`config.mk`:
```
export PLATFORM = sky130hd
export DESIGN_NAME = page_xlate
export DESIGN_NICKNAME = d
export VERILOG_FILES = /design/src/rtl/page_xlate.sv
export SDC_FILE = /design/constraint.sdc
export NUM_CORES = 1
export LEC_CHECK = 0
export BUFFER_PORTS_ARGS = -buffer_cell sky130_fd_sc_hd__clkbuf_2
export CAP_MARGIN = 20
export CORE_ASPECT_RATIO = 1.5
export CORE_MARGIN = 10
export CORE_UTILIZATION = 38
export DETAILED_ROUTE_END_ITERATION = 12
export GPL_ROUTABILITY_DRIVEN = 1
export PLACE_DENSITY = 0.6
export REMOVE_ABC_BUFFERS = 1
export SLEW_MARGIN = 20
export SYNTH_ARGS = -nofsm -noshare
export SYNTH_HDL_FRONTEND = slang
export SYNTH_SLANG_ARGS = --single-unit
```
`constraint.sdc`:
```
create_clock -name clk -period 2.87 [get_ports clk]
set_input_delay 0.1435 -clock clk [delete_from_list [all_inputs] [get_ports clk]]
set_output_delay 0.1435 -clock clk [all_outputs]
set_load 0.01 [all_outputs]
```
`src/rtl/page_xlate.sv`:
```
module page_xlate #(
  parameter int VA_W      = 16,
  parameter int PAGE_BITS = 12,
  parameter int PFN_W     = 8,
  parameter int NSETS     = 2
) (
  input  logic                   clk,
  input  logic                   rst_n,
  input  logic                   req_valid,
  output logic                   req_ready,
  input  logic [VA_W-1:0]        req_va,
  input  logic [1:0]             req_acc,
  input  logic                   req_kmode,
  output logic                   rsp_valid,
  output logic [PFN_W+PAGE_BITS-1:0] rsp_pa,
  output logic [2:0]             rsp_fault,
  input  logic                   tbl_we,
  input  logic [(NSETS>1?$clog2(NSETS):1)-1:0] tbl_set,
  input  logic [VA_W-PAGE_BITS-1:0] tbl_vpn,
  input  logic [PFN_W+6:0]       tbl_data,
  input  logic                   base_we,
  input  logic [(NSETS>1?$clog2(NSETS):1)-1:0] base_set
);
  localparam int VPN_W  = VA_W - PAGE_BITS;
  localparam int NPAGES = 1 << VPN_W;
  localparam int SET_W  = NSETS > 1 ? $clog2(NSETS) : 1;
  localparam int ENT_W  = PFN_W + 7;
  localparam int IDX_W  = SET_W + VPN_W;
  localparam int NENT   = NPAGES << SET_W;
  localparam int PA_W   = PFN_W + PAGE_BITS;
  localparam int B_EX   = PFN_W;
  localparam int B_MAP  = PFN_W + 1;
  localparam int B_RD   = PFN_W + 2;
  localparam int B_WR   = PFN_W + 3;
  localparam int B_XE   = PFN_W + 4;
  localparam int B_KO   = PFN_W + 5;
  localparam int B_RES  = PFN_W + 6;

  logic [ENT_W-1:0] tbl [NENT];
  logic [SET_W-1:0] cur_set;
  logic             accept;
  logic [ENT_W-1:0] ent;
  logic             acc_ok;
  logic [2:0]       code;

  assign req_ready = !rsp_valid;
  assign accept    = req_valid && req_ready;
  assign ent       = tbl[{cur_set, req_va[VA_W-1:PAGE_BITS]}];

  always_comb begin
    case (req_acc)
      2'd0:    acc_ok = ent[B_RD];
      2'd1:    acc_ok = ent[B_WR];
      2'd2:    acc_ok = ent[B_XE];
      default: acc_ok = 1'b0;
    endcase
    if (ent[B_KO] && !req_kmode) acc_ok = 1'b0;
  end

  always_comb begin
    if (!ent[B_EX])        code = 3'd1;
    else if (!ent[B_MAP])  code = 3'd2;
    else if (!acc_ok)      code = 3'd3;
    else if (!ent[B_RES])  code = 3'd4;
    else                   code = 3'd0;
  end

  always_ff @(posedge clk) begin
    if (!rst_n) begin
      for (int i = 0; i < NENT; i++) tbl[i] <= '0;
    end else if (tbl_we && !accept) begin
      tbl[{tbl_set, tbl_vpn}] <= tbl_data;
    end
  end

  always_ff @(posedge clk) begin
    if (!rst_n) begin
      cur_set   <= '0;
      rsp_valid <= 1'b0;
      rsp_pa    <= '0;
      rsp_fault <= '0;
    end else begin
      if (base_we) cur_set <= base_set;
      rsp_valid <= accept;
      if (accept) begin
        rsp_fault <= code;
        rsp_pa    <= (code == 3'd0) ? {ent[PFN_W-1:0], req_va[PAGE_BITS-1:0]} : '0;
      end
    end
  end
endmodule

```
# After elaboration in Yosys (flattened, before gate mapping)
# Memories as Yosys holds them, arrays and structs flattened.
# Index checks and enable logic that the tools add are counted.
word_totals:
  reg_bits: 25
  latch_bits: 0
  ramBits: 480
  mem_bits_ro: 0
  in_bits: 45
  out_inout_bits: 25
  word_cells: 30
  n_memories: 1
mem_list:
  columns: ["name", "words", "width", "read_ports", "rd_ports_with_merged_regs", "write_ports", "line", "rtl"]
  rows:
  - ["tbl", 32, 15, 1, 0, 32, "39", "logic [ENT_W-1:0] tbl [NENT];"]
classes:
  addsub: 0
  n_mul: 0
  div_mod_pow: 0
  n_lt_le_gt_ge: 0
  eq_ne: 2
  shift: 0
  muxes: 14
  bitwise: 0
  reduce_logical: 9
ops:
  columns: ["cell", "n"]
  rows:
  - ["$mux 20", 1]
  - ["$mux 15", 1]
  - ["$reduce_or 15->1", 1]
  - ["$mux 3", 4]
  - ["$mux 1", 6]
  - ["$mux 5", 1]
  - ["$logic_and 1x1->1", 3]
  - ["$logic_not 1->1", 3]
  - ["$logic_not 3->1", 1]
  - ["$pmux 1 s3", 1]
  - ["$eq 2x1->1 const B", 1]
  - ["$eq 2x2->1 const B", 1]
  - ["$logic_not 2->1", 1]

# Depth between registers and ports, before layout
# Gate-level depths: netlist of the first run.
depth:
  word_depth: 9
  ltp_mapped: 12
  depth_no_buf: 7

# Worst setup path after synthesis of the first run
# No wires, ideal clock.
synth_path:
  path_kind: "reg2reg"
  from: "reg rsp_valid"
  to: "mem tbl[24][0] (netlist bit), enable pin"
  setup_time_ns: 0.408
  arrival_ns: 2.603
  t_required_ns: 2.462
  setup_slack_ns: -0.141
  path_stages_with_launch: 8
  n_path_buf: 2
  synth_period_minus_slack_ns: 3.011
  path_cell_list: "dfxtp_1 > inv_1 > a21boi_2 > nand2_1 > or3_1 > clkbuf_1 > clkbuf_1 > o21ai_0"
synth_rtl:
  columns: ["element", "line", "rtl"]
  rows:
  - ["from (decl)", "14", "output logic rsp_valid,"]
  - ["from (signal assigned)", "84", "rsp_valid <= accept;"]
  - ["to (decl)", "39", null]

# Final worst setup path of the first run
layout_path:
  from: "mem tbl[0][9] (netlist bit)"
  to: "reg rsp_pa[16]"
layout_via:
  elab_chain_cells: 5
layout_rtl:
  columns: ["element", "line", "rtl"]
  rows:
  - ["$mem_v2 32x15", null, null]
  - ["$mux 3", "62", "else if (!ent[B_MAP]) code = 3'd2;"]
  - ["$mux 3", "61", "if (!ent[B_EX]) code = 3'd1;"]
  - ["$logic_not 3->1", "87", "rsp_pa <= (code == 3'd0) ? {ent[PFN_W-1:0], req_va[PAGE_BITS-1:0]} : '0;"]
  - ["$mux 20", "87", null]
  - ["to (signal assigned)", "87", null]
  - ["to (decl)", "15", "output logic [PFN_W+PAGE_BITS-1:0] rsp_pa,"]
# Every way passes these cells.
# A chain may end at the register's enable or synchronous reset.

==> results of run 1 <==
## cell families after synthesis
| group | after synthesis |
|---|---|
| buffers and inverters | 153 |
| AOI/OAI and AO/OA | 109 |
| DFF | 505 |
| and+or+nand+nor | 689 |
| muxes | 174 |
## worst register-to-register path: cells and delay by family (launching register included)
| kind | cells | cell delay (ns) |
|---|---|---|
| AO/OA/AOI/OAI | 3 | 0.64 |
| buffers and inverters | 1 | 0.18 |
| flip-flops | 1 | 0.39 |
| multiplexers | 1 | 0.47 |
| AND/OR/NAND/NOR | 3 | 0.82 |
## power groups by stage
stage,sequential (W),clock [W],combinational (W)
6_report,0.00839,0.00645,0.00124
3_3_place_gp,0.00854,0,0.00122
4_1_cts,0.00839,0.00652,0.00125
5_1_grt,0.00841,0.00683,0.00131
3_5_place_dp,0.00855,0,0.00123
2_1_floorplan,0.00851,0,0.000549
## timing repair
item                      in CTS  in global routing
hold buffers                  15                  0
hold endpoints to repair      14                  0
setup buffers                  0                  0
gates resized for setup        0                  0
## cell usage in the layout (no fill, tap or decap), types with 3 or more instances in the layout
cell	netlist	layout
clkbuf_16	0	47
a22o_1	3	3
mux4_1	3	3
nor3_1	3	3
or3_1	3	3
mux2i_1	77	77
buf_4	8	106
mux4_2	89	89
nand4_1	14	14
nand3_1	25	25
clkbuf_8	0	3
nand2b_1	3	3
nor2_1	52	52
dfxtp_1	25	25
clkinv_2	0	10
inv_1	16	16
clkbuf_1	97	12
a21oi_1	6	6
edfxtp_1	480	480
clkbuf_2	0	67
buf_12	2	5
dlygate4sd3_1	0	15
mux2_2	5	5
a22oi_1	10	10
o22ai_1	9	9
nor2b_1	6	6
o21ai_2	20	20
a211oi_1	9	9
nand2_1	91	91
nand3b_1	3	3
and2_1	483	483
o21ai_1	0	32
bufinv_16	0	7
## metrics by stage
stage | worst slack [ns] | utilization (%) | hold slack [ns] | cell area (µm²)
floorplan | -0.403 | - | 0.272 | 22600
global route | 0.225 | 43.5 | 0.148 | 26500
detailed placement | 0.197 | 40.7 | 0.390 | 24800
CTS | 0.293 | 43.5 | 0.0827 | 26500
global placement | 0.227 | 40.7 | 0.384 | 24800
finish | 0.246 | 43.5 | 0.120 | 26500
## final cells by class
type	count	area [µm²]	share of cell area (%)
clock buffer	62	1260	4.76
clock inverter	22	293	1.10
inverter	18	67.6	0.255
multi-input combinational	972	7620	28.7
sequential	505	14900	56.2
tap	791	990	3.73
timing repair buffer	194	1390	5.25
## metal layers
metal / part of all wire [%] / routed length [µm] / vias to the layer above / track usage [%]
met1: 36 / 23100 / 6831 / 19.0
met5: 0 / 0 / - / 0
met4: 6.3 / 4080 / 0 / 10.6
li1: - / - / 6106 / -
met3: 4.4 / 2860 / 158 / 1.99
met2: 54 / 34600 / 445 / 32.9
## registers in the layout (all words and copies together), names as in the netlist
register / cells
cur_set: 1
rsp_fault: 3
rsp_pa: 20
rsp_valid: 1
tbl: 480
## final timing paths
path	endpoint	slack (ns)	cells past startpoint
hold reg to reg	rsp_pa[8]	0.46	2
hold / removal	rsp_fault[0]	0.12	5
setup reg to reg	rsp_pa[16]	0.25	8
setup / recovery	rsp_pa[16]	0.25	8
==> flow_metrics.py, run 1 <==
metrics = {
    "clock_network": {
        "htreeDepth": 2,
        "cts-root-buf": "clkbuf_16",
        "clock_latency_ns": 0.58,
        "numCtsBuffers": 46,
        "cts_tree": "built",
        "clockBufferDepth": 3,
        "numClockSinks": 505,
        "clk_pin_slew_ns": 0.07,
    },
    "critical_path": {
        "startpoint": "tbl[0][9]",
        "critPathRequiredTime_ns": 3.32,
        "critical_path.top_delay_family": "simple AND/OR/NAND/NOR gates",
        "start_kind": "register",
        "crit_type": "register to register",
        "crit_path_end_kind": "register",
        "crit_chain": "mux4_2 -> nor2_1 -> a211oi_1 -> a2111oi_1 -> and2b_2 -> nand4_4 -> buf_12 -> o21ai_2",
        "r2r-start": "tbl[0][9]",
        "arrival_ns": 3.07,
        "critPathBufInv": 1,
        "crit_path_top_delay_cell": "mux4_2",
        "cp_slowest_stage_delay_ns": 0.47,
        "crit_fanout": 16,
    },
    "synthesis": {
        "synth_area_leader_cell": "edfxtp_1",
        "synthSimpleGateAreaFrac_pct": 17.0,
        "synth_xor_area_share_pct": 0,
        "yosysSeqAreaShare_pct": 64.0,
        "syn_area_per_cell_um2": 14.3,
        "synth_common_cells": "483 x and2_1, 480 x edfxtp_1, 97 x clkbuf_1, 91 x nand2_1, 89 x mux4_2",
        "synth_warnings": 0,
        "ys_types": 52,
        "synth.most_common_cell": "and2_1",
        "yosys_register_bits": 505,
        "synth_compound_area_share_pct": 3.28,
        "synthDominantCellAreaShare_pct": 61.9,
        "synth_area_um2": 23300,
        "yosys_most_used_dff": "edfxtp_1",
        "synthTopCellsByArea": "edfxtp_1 62%, and2_1 13%, mux4_2 8.6%",
        "synth_edf_count": 480,
        "syn_inst": 1630,
        "async_reset_ff_share_pct": 0,
        "synthMuxAreaShare_pct": 12.5,
        "synth_fa_ha_area_share_pct": 0,
        "synth_top_family_by_area": "simple AND/OR/NAND/NOR gates",
    },
    "power_and_ir_drop": {
        "clkPwrFrac_pct": 40.1,
        "swShare_pct": 22.5,
        "combPwrFrac_pct": 7.7,
        "seq_power_share_pct": 52.2,
        "p_int_w": 0.0125,
        "vdd_drop_max_v": 0.000368,
        "p_per_area_nw_per_um2": 606,
        "p_leak_nw": 10.0,
        "p_sw_w": 0.00362,
        "power_w": 0.0161,
    },
    "status": {
        "status": "completed",
    },
    "placement": {
        "placedCellCount": 2465,
        "routabilityCongestion": 0.968,
        "port_buffers": 69,
        "hpwl_um": 43800,
    },
    "floorplanning": {
        "start_util_pct": 38.2,
        "core_um2": 61000,
        "num_rows": 111,
        "ios": 70,
        "dieArea_um2": 71800,
        "die_y_um": 323,
        "die_x_um": 222,
    },
    "global_route": {
        "grtUsageTotal_pct": 17.7,
        "grt_start_max_net_pins": 35,
        "antenna_found_initial": 0,
        "grt_pass1_wl_um": 94700,
        "grt_pass1_vias": 14200,
        "overflow": 0,
    },
    "detailed_routing": {
        "wl_um": 64700,
        "routed_via_density": 5.28,
        "num_vias": 13500,
        "drc": 0,
        "dr.pass1.iters": 5,
        "wl_per_cell_um": 25.2,
        "drt.antenna.violating_nets": 0,
        "first_iter_violations": 1071,
    },
    "timing": {
        "fmax_mhz": 381,
        "period_share_pct": 91.4,
        "worst_pin_slew_ns": 1.07,
        "fin_crit_ns": 2.62,
        "relSlewSlack_pct": 28.3,
        "tns_ns": 0,
        "final-max-slew-violation-count": 0,
        "skew_ns": 0.0225,
        "rsz0062_at_grt": "no",
        "final-hold-violation-count": 0,
        "setup_viol": 0,
    },
    "flow_run": {
        "max_cap_violations": 0,
    },
    "finish": {
        "fill_cells": 5364,
        "final_layout_size_suffix_gt1_share_pct": 21.0,
        "finalNonFillerCells": 2564,
        "area_delta_synth_final_pct": 14.0,
        "nets": 1782,
        "antennaDiodeCount": 0,
    },
    "hold_path": {
        "holdCritPathClass": "input pin to register",
        "min_from": "req_kmode",
    },
}
Note: power is estimated with default switching activity, not from simulation.
==> inputs of run 2 (changes only) <==
Settings changed: CELL_PAD_IN_SITES_DETAIL_PLACEMENT set to 1, CELL_PAD_IN_SITES_GLOBAL_PLACEMENT set to 1, MAX_ROUTING_LAYER set to met4, PLACE_DENSITY 0.6 to 0.68.
==> run 2 against run 1 <==
Compared with the run above:
- final cell count up 0.74%
- non-clock buffer count up 14
- wire length up 6.0%
- clock power down 1%
- largest power group unchanged
==> flow_metrics.py, run 2 (synthesized netlist as in run 1, its figures left out) <==
metrics = {
    "status": {
        "status": "completed",
    },
    "clock_network": {
        "cts_tree": "built",
        "clock_latency_ns": 0.57,
        "postCtsResizedCells": 0,
        "postCtsHoldBufs": 15,
        "clockBufferDepth": 3,
        "post_cts.repair.setup_buffers": 0,
        "clk_pin_slew_ns": 0.07,
        "cts-root-buf": "clkbuf_16",
        "htreeDepth": 2,
        "numCtsBuffers": 47,
        "numClockSinks": 505,
    },
    "timing": {
        "relSlewSlack_pct": 36.9,
        "fmax_mhz": 384,
        "fin_crit_ns": 2.61,
        "period_share_pct": 90.8,
        "tns_ns": 0,
        "rsz0062_at_grt": "no",
        "final-hold-violation-count": 0,
        "worst_pin_slew_ns": 0.946,
        "setup_viol": 0,
        "skew_ns": 0.0184,
        "final-max-slew-violation-count": 0,
    },
    "finish": {
        "fill_cells": 6092,
        "seq_area_um2": 14900,
        "multiInputGateArea_um2": 7620,
        "reg.largest.list": "tbl x480, rsp_pa x20, rsp_fault x3",
        "finalNonFillerCells": 2583,
        "final_layout_size_suffix_gt1_share_pct": 21.2,
        "largest_register_ffs": 480,
        "area_delta_synth_final_pct": 14.4,
        "final_common_cell": "and2_1",
        "regMostFlops": "tbl",
        "nets": 1797,
        "final_cell_mix": "483 x and2_1, 480 x edfxtp_1, 119 x buf_4",
    },
    "detailed_routing": {
        "wl_met3_um": 2510,
        "wl_met2_um": 37400,
        "first_iter_violations": 888,
        "routed_via_density": 5.36,
        "wl_per_cell_um": 26.5,
        "num_vias": 13800,
        "wl_um": 68500,
        "wl_met1_um": 25200,
        "drt.antenna.violating_nets": 0,
        "dr.pass1.iters": 5,
        "drc": 0,
        "routed.top_layer": "met4",
    },
    "global_route": {
        "antenna_found_initial": 3,
        "grt_pass1_vias": 15200,
        "overflow": 0,
        "grt_pass1_wl_um": 102000,
        "grtUsageTotal_pct": 19.6,
        "grt_start_max_net_pins": 35,
    },
    "placement": {
        "hpwl_um": 46300,
        "routabilityCongestion": 0.975,
        "port_buffers": 69,
        "placedCellCount": 2479,
    },
    "critical_path": {
        "crit_fanout": 10,
        "crit_path_end_kind": "register",
        "cp_slowest_stage_delay_ns": 0.52,
        "crit_path_top_delay_cell": "a2111oi_1",
        "crit_chain": "mux4_2 -> nor2_1 -> a211oi_1 -> a2111oi_1 -> and2b_2 -> nand4_4 -> buf_12 -> o21ai_2",
        "critPathRequiredTime_ns": 3.32,
        "crit_type": "register to register",
        "start_kind": "register",
        "arrival_ns": 3.05,
    },
    "floorplanning": {
        "ios": 70,
        "die_y_um": 323,
        "core_um2": 61000,
        "die_x_um": 222,
        "num_rows": 111,
        "dieArea_um2": 71800,
        "start_util_pct": 38.2,
    },
    "power_and_ir_drop": {
        "vdd_drop_max_v": 0.000390,
        "p_per_area_nw_per_um2": 601,
        "p_leak_nw": 10.1,
        "power_w": 0.0160,
    },
    "flow_run": {
        "max_cap_violations": 0,
    },
    "hold_path": {
        "holdCritPathClass": "input pin to register",
    },
}
==> run 2: changes by cell type in the layout (fill, tap and decap cells not counted), sizes merged <==
cell and delta:
buf +14, clkinvlp +2, bufinv -1, diode +3, clkinv +8, inv -1
clkbuf -6
==> run 2: area by class of cell <==
type	count	area share, %
clock buffers	56	4.70
inverters	18	0.253
diodes	3	0.0282
clock inverters	30	1.08
repair buffers	208	5.67
well taps	791	3.71
multi-input cells	972	28.6
flip-flops and latches	505	56.0
==> run 2: power breakdown <==
group / internal, W / switching [W] / total, W / leakage (nW)
Sequential: 0.00830 / 0.0000937 / 0.00839 / 5.14
Combinational: 0.000449 / 0.000814 / 0.00126 / 4.19
Clock: 0.00364 / 0.00273 / 0.00637 / 0.742
Total: 0.0124 / 0.00364 / 0.0160 / 10.1
==> run 2: metrics by stage <==
step	util [%]	hold WS [ns]	setup slack [ns]	cell area, µm²
after floorplan	-	0.272	-0.403	22600
after global routing	43.7	0.188	0.141	26700
after CTS	43.7	0.0817	0.285	26600
after detailed placement	40.9	0.389	0.186	25000
final	43.7	0.102	0.263	26700
after global placement	40.9	0.385	0.191	25000
==> run 2: path summary, 6_finish.rpt <==
path,slack (ns),start,endpoint,cells past startpoint
max reg2reg,0.26,tbl[4][9],rsp_pa[15],8
max,0.26,tbl[4][9],rsp_pa[15],8
min reg2reg,0.46,rsp_pa[11],rsp_pa[11],2
min,0.10,req_kmode,rsp_fault[0],5
==> run 2: critical path: cells and delay by family, from the launching register on <==
family	cells	cell delay (ns)
AOI/OAI and AO/OA	3	0.71
buffers and inverters	1	0.15
DFF	1	0.39
muxes	1	0.47
and+or+nand+nor	3	0.75
==> run 2: layer usage <==
| metal | GRT usage, % | up-vias |
|---|---|---|
| li1 | - | 6133 |
| met5 | - | - |
| met1 | 20.6 | 7220 |
| met3 | 2.03 | 133 |
| met2 | 36.1 | 360 |
| met4 | 9.42 | 0 |
